$ cat config.mk
export PLATFORM = sky130hd
export DESIGN_NAME = vic_top
export DESIGN_NICKNAME = d
export VERILOG_FILES = /design/src/rtl/vic_pkg.sv /design/src/rtl/vic_pending.sv /design/src/rtl/vic_prio.sv /design/src/rtl/vic_top.sv
export SDC_FILE = /design/constraint.sdc
export NUM_CORES = 1
export LEC_CHECK = 0
export BUFFER_PORTS_ARGS = -buffer_cell sky130_fd_sc_hd__buf_2
export CORE_MARGIN = 2
export CORE_UTILIZATION = 44
export CTS_BUF_LIST = sky130_fd_sc_hd__clkbuf_16
export DETAILED_ROUTE_END_ITERATION = 7
export PLACE_DENSITY = 0.82
export SETUP_SLACK_MARGIN = 0.1
export SLEW_MARGIN = 20
export SYNTH_ARGS = -nofsm -noshare
export SYNTH_HDL_FRONTEND = slang
export SYNTH_SLANG_ARGS = --single-unit
export TNS_END_PERCENT = 20
$ cat constraint.sdc
create_clock -name clk -period 3.4 [get_ports clk]
set_input_delay 0.68 -clock clk [delete_from_list [all_inputs] [get_ports clk]]
set_output_delay 0.68 -clock clk [all_outputs]
set_load 0.01 [all_outputs]
$ cat src/rtl/vic_pkg.sv
// Package: shared parameters for the interrupt controller.
// Assumes: source count stays within the 8-bit enable register.
package vic_pkg;
    localparam int unsigned DEF_NUM_SRC = 5;
    localparam int unsigned DEF_REG_W   = 8;
    localparam int unsigned DEF_VEC_W   = 16;
endpackage

$ cat src/rtl/vic_pending.sv
// Module: per-source pending latches.
// Sets on an event, clears on a targeted acknowledge; a simultaneous
// event wins so no event is lost. Assumes clr is one-hot or zero.
module vic_pending #(
    parameter int unsigned NUM_SRC = 5
) (
    input  logic               clk,
    input  logic               rst_n,
    input  logic [NUM_SRC-1:0] evt,
    input  logic [NUM_SRC-1:0] clr,
    output logic [NUM_SRC-1:0] pend
);
    for (genvar g = 0; g < NUM_SRC; g++) begin : g_latch
        // One latch per source, set dominates clear
        always_ff @(posedge clk) begin
            if (!rst_n)          pend[g] <= 1'b0;
            else if (evt[g])     pend[g] <= 1'b1;
            else if (clr[g])     pend[g] <= 1'b0;
        end
    end

    AST_CLR_ONEHOT: assert property (@(posedge clk) disable iff (!rst_n)
        $onehot0(clr));
    AST_EVT_WINS: assert property (@(posedge clk) disable iff (!rst_n)
        (evt != '0) |=> ((pend & $past(evt)) == $past(evt)));
endmodule

$ cat src/rtl/vic_prio.sv
// Module: fixed-priority picker and vector generator.
// Lowest index wins. Purely combinational.
module vic_prio #(
    parameter int unsigned NUM_SRC  = 5,
    parameter int unsigned VEC_W    = 16,
    parameter logic [15:0] VEC_BASE = 16'h0010
) (
    input  logic [NUM_SRC-1:0] req,
    output logic [NUM_SRC-1:0] grant,
    output logic [VEC_W-1:0]   vector
);
    // Scan from the top so the lowest index is chosen last
    always_comb begin
        grant  = '0;
        vector = VEC_W'(VEC_BASE);
        for (int i = NUM_SRC - 1; i >= 0; i--) begin
            if (req[i]) begin
                grant  = '0;
                grant[i] = 1'b1;
                vector = VEC_W'(VEC_BASE) + VEC_W'(2 * i);
            end
        end
    end

    always_comb begin
        AST_GRANT_ONEHOT: assert ($onehot0(grant));
        AST_GRANT_IN_REQ: assert ((grant & ~req) == '0);
    end
endmodule

$ cat src/rtl/vic_top.sv
// Module: prioritized vectored interrupt controller top.
// Holds master enable and per-source enables, arbitrates at instruction
// boundaries and emits a registered acknowledge with vector.
// Assumes: commands do not coincide with an acknowledge cycle.
module vic_top #(
    parameter int unsigned NUM_SRC  = vic_pkg::DEF_NUM_SRC,
    parameter int unsigned REG_W    = vic_pkg::DEF_REG_W,
    parameter int unsigned VEC_W    = vic_pkg::DEF_VEC_W,
    parameter logic [15:0] VEC_BASE = 16'h0010
) (
    input  logic               clk,
    input  logic               rst_n,
    input  logic [NUM_SRC-1:0] src_evt,
    input  logic               insn_done,
    input  logic               dis_cmd,
    input  logic               en_cmd,
    input  logic               reti_cmd,
    input  logic               ien_we,
    input  logic [REG_W-1:0]   ien_wdata,
    output logic [REG_W-1:0]   ien_rdata,
    output logic               irq_req,
    output logic               ack_valid,
    output logic [VEC_W-1:0]   ack_vector,
    output logic               stat_gie,
    output logic               stat_sense
);
    localparam int unsigned PAD_W = REG_W - NUM_SRC;

    logic               gie;
    logic [NUM_SRC-1:0] ien;
    logic [NUM_SRC-1:0] pend;
    logic [NUM_SRC-1:0] live;
    logic [NUM_SRC-1:0] grant;
    logic [NUM_SRC-1:0] clr;
    logic [VEC_W-1:0]   vec_c;
    logic               take;

    vic_pending #(.NUM_SRC(NUM_SRC)) i_pend (
        .clk(clk), .rst_n(rst_n), .evt(src_evt), .clr(clr), .pend(pend)
    );

    vic_prio #(.NUM_SRC(NUM_SRC), .VEC_W(VEC_W), .VEC_BASE(VEC_BASE)) i_prio (
        .req(live), .grant(grant), .vector(vec_c)
    );

    // Enabled pending sources and acknowledge decision
    always_comb begin
        live    = pend & ien;
        irq_req = gie && (live != '0);
        take    = insn_done && irq_req;
        clr     = take ? grant : '0;
    end

    // Per-source enable register, reserved bits not stored
    always_ff @(posedge clk) begin
        if (!rst_n)      ien <= '0;
        else if (ien_we) ien <= ien_wdata[NUM_SRC-1:0];
    end

    // Master enable: acknowledge and disable clear, enable/return set
    always_ff @(posedge clk) begin
        if (!rst_n)                  gie <= 1'b0;
        else if (take || dis_cmd)    gie <= 1'b0;
        else if (en_cmd || reti_cmd) gie <= 1'b1;
    end

    // Registered acknowledge pulse and vector
    always_ff @(posedge clk) begin
        if (!rst_n) begin
            ack_valid  <= 1'b0;
            ack_vector <= '0;
        end else begin
            ack_valid  <= take;
            if (take) ack_vector <= vec_c;
        end
    end

    assign ien_rdata  = {{PAD_W{1'b0}}, ien};
    assign stat_gie   = gie;
    assign stat_sense = (live != '0);

    AST_ACK_NEEDS_BOUNDARY: assert property (@(posedge clk) disable iff (!rst_n)
        ack_valid |-> $past(insn_done));
    AST_ACK_CLEARS_GIE: assert property (@(posedge clk) disable iff (!rst_n)
        ack_valid |-> !stat_gie);
    AST_ACK_PULSE: assert property (@(posedge clk) disable iff (!rst_n)
        ack_valid |=> !ack_valid);
    AST_REQ_NEEDS_GIE: assert property (@(posedge clk) disable iff (!rst_n)
        irq_req |-> stat_gie && stat_sense);
    AST_RSVD_ZERO: assert property (@(posedge clk) disable iff (!rst_n)
        ien_rdata[REG_W-1:NUM_SRC] == '0);
    AST_DIS_WINS: assert property (@(posedge clk) disable iff (!rst_n)
        dis_cmd |=> !stat_gie);
endmodule

==> run_results.csv <==
group,metric,value,unit
synthesis,ys.flop_type,"dfxtp_1",
final_layout,final_cells,140,
hold_path,hold_path_startpoint,"ack_vector[4]",
place,place.gp.congestion,0.7331,
grt,grt_antenna_before_repair,0,
setup_path,crit_type,"reg -> out",
final_layout,fillCellCount,161,
final_layout,antenna_cells,0,
flow_run,maxCapViolations,0,
synthesis,syn_area,784.5,sq um
synthesis,async_flop_share,0,%
drt,first_pass_iters,4,
setup_path,reg2regPathDepth,4,
synthesis,synth_cell_types,25,
drt,postRouteAntennaNets,0,
clocking,h-tree-depth,1,
hold_path,hold_path_depth,1,
place,io_buffers,29,
timing,rsz0062_at_grt,"no",
final_layout,area.growth.synth_to_final,23.92,%
clocking,cts_buffers,3,
grt,overflow,0,
die,rows,15,
synthesis,ys_seq_area_share,40.83,%
grt,grt_pass1_wl,2435,um
place,dpl.hpwl,1143,um
timing,setup_viol,0,
setup_path,r2r_start,"ien[2]",
hold_path,worstHoldEndpoint,"ack_vector[4]",
timing,min_period,2036,ps
timing,finalCritPeriodShare,59.88,%
grt,grt_use_total,16.31,%
clocking,clkLatencyLatePin,250,ps
setup_path,reg2reg_to,"ack_vector[1]",
die,dieArea,2137,sq um
timing,fin_tns_setup,0,ps
clocking,cts_root_buf,"clkbuf_16",
synthesis,synthTopCellsByCount,"dfxtp_1 (16), buf_4 (15)",
power,powerDensity,503.5,nW/um^2
synthesis,yosysMostFrequentCell,"dfxtp_1",
final_layout,drive_gt1_share,31.30,%
timing,fmax,0.4912,GHz
place,dp_cells,136,
drt,drt-vias-per-instance,4.729,
grt,grt_start_max_net_pins,18,
synthesis,synth_cells,85,
timing,drv_slew,0,
clocking,clkSlewWorstSetupHoldPaths,50,ps
drt,finalWirelength,1500,um
die,die_h,46.23,um
die,num_io_pins,48,
synthesis,synth-seq-cells,16,
timing,hold_viol_final,0,
drt,drtIter0Drc,3,
synthesis,synth_edf_count,0,
drt,wl_per_cell,10.71,um
setup_path,path_max_fanout,5,
place,dp_slack,1642,ps
grt,grt_pass1_vias,614,
setup_path,required,2720,ps
setup_path,cp-end-kind,"primary output",
hold_path,min_path_type,"reg -> reg",
power,vdd_drop_max,0.3629,mV
clocking,holdBufCountCts,0,
status,status,"completed",
final_layout,fin_nets,136,
synthesis,yosys-top-cells-area,"dfxtp_1 (41%), buf_4 (14%), mux2i_1 (6.4%), nor2b_1 (4.0%), o21a_1 (3.8%)",
synthesis,yosys.area.top_type,"dfxtp_1",
clocking,clock-sinks,16,
drt,remaining_drc_errors,0,
synthesis,avgSynthCellArea,9.229,sq um
drt,num_vias,662,
setup_path,rrSetupSlack,2120,ps
die,core_area,1708,sq um
die,die_x,46.23,um
timing,clock_skew,6.082,ps
clocking,tritoncts,"built",
setup_path,cp.arrival,1360,ps
timing,setup_slack,1364,ps
die,initial_utilization,45.93,%
power,p_leak,0.4702,nW
clocking,cts_setup_buffers,0,
clocking,cts_resized,0,
clocking,cts_buffer_depth,2,
synthesis,yosysWarnings,0,
setup_path,cp-start-kind,"register",
synthesis,netlist.area_leader.share,40.83,%
==> flip-flops by register name, summed over array words and instances, names as in the netlist <==
signal,count
i_pend.pend,5
stat_gie,1
ien,5
ack_vector,4
ack_valid,1
==> worst max-delay path by stage <==
stage,from,to,slack [ps],cells after the start
finish,ien[2],irq_req,1360,4
global route,ien[2],irq_req,1300,4
CTS,ien[2],irq_req,1380,4
detailed placement,ien[2],irq_req,1640,4
global placement,ien[2],irq_req,1670,4
floorplan,ien[2],irq_req,1690,3
==> cells by family after synthesis <==
family,Yosys count,share of synthesized area [%]
simple gates,20,14.19
buf+inv,21,17.22
compound gates,22,20.89
mux,5,6.380
flops,16,40.83
other cells,1,0.4780
==> per-layer routing <==
metal | vias up | track usage, % | wire [um]
met2 | 35 | 27.50 | 715
met5 | - | 0 | 0
met1 | 295 | 18.33 | 622
met3 | 5 | 5.882 | 137
li1 | 327 | - | -
met4 | 0 | 6.857 | 23
==> cell usage in the layout (no fill, tap or decap) <==
master,n
a31oi_1,3
a32o_1,1
a41oi_1,1
mux2i_1,5
o21a_1,4
a22oi_2,2
clkinv_1,1
nor4b_2,1
nor2_1,3
nand3_1,1
nand4_1,1
inv_1,4
a31oi_2,1
conb_1,15
buf_2,29
nand2_1,5
clkbuf_16,3
o21ai_0,5
dfxtp_1,16
nor2b_1,5
nor3_1,1
and2_1,2
or3_1,1
a22o_1,1
a21oi_1,2
a21boi_1,2
==> cell type report <==
class                   count  area (sq um)  area share (%)
clock buffers               3         75.07           7.722
clock inverters             1         3.754          0.3861
inverters                   4         15.01           1.544
multi-input cells          62         381.6           39.25
flip-flops and latches     16         320.3           32.95
well taps                  25         31.28           3.218
repair buffers             29         145.1           14.93
==> worst max-delay path, stage by stage (launching register included) <==
cell     delay [ps]
dfxtp_1         350
a22oi_2         320
nand3_1         150
and2_1          170
buf_2           130
==> through the flow <==
stage	util [%]	area, sq um	total power [mW]	hold WS (ps)
6_report	56.92	972.2	0.4895	469.8
5_1_grt	56.92	972.2	0.5105	490.5
4_1_cts	56.92	972.2	0.4914	475.3
3_5_place_dp	52.31	893.4	0.2655	461.7
3_3_place_gp	52.31	893.4	0.2636	445.8
2_1_floorplan	-	837.1	0.2569	480.2
==> report_power, final <==
| part | internal, mW | leakage (nW) | switching (mW) |
|---|---|---|---|
| clock | 0.156 | 0.0385 | 0.0712 |
| combinational | 0.0244 | 0.300 | 0.0308 |
| sequential | 0.197 | 0.132 | 0.00993 |
| total | 0.378 | 0.470 | 0.112 |
Note: power is estimated with default switching activity, not from simulation.
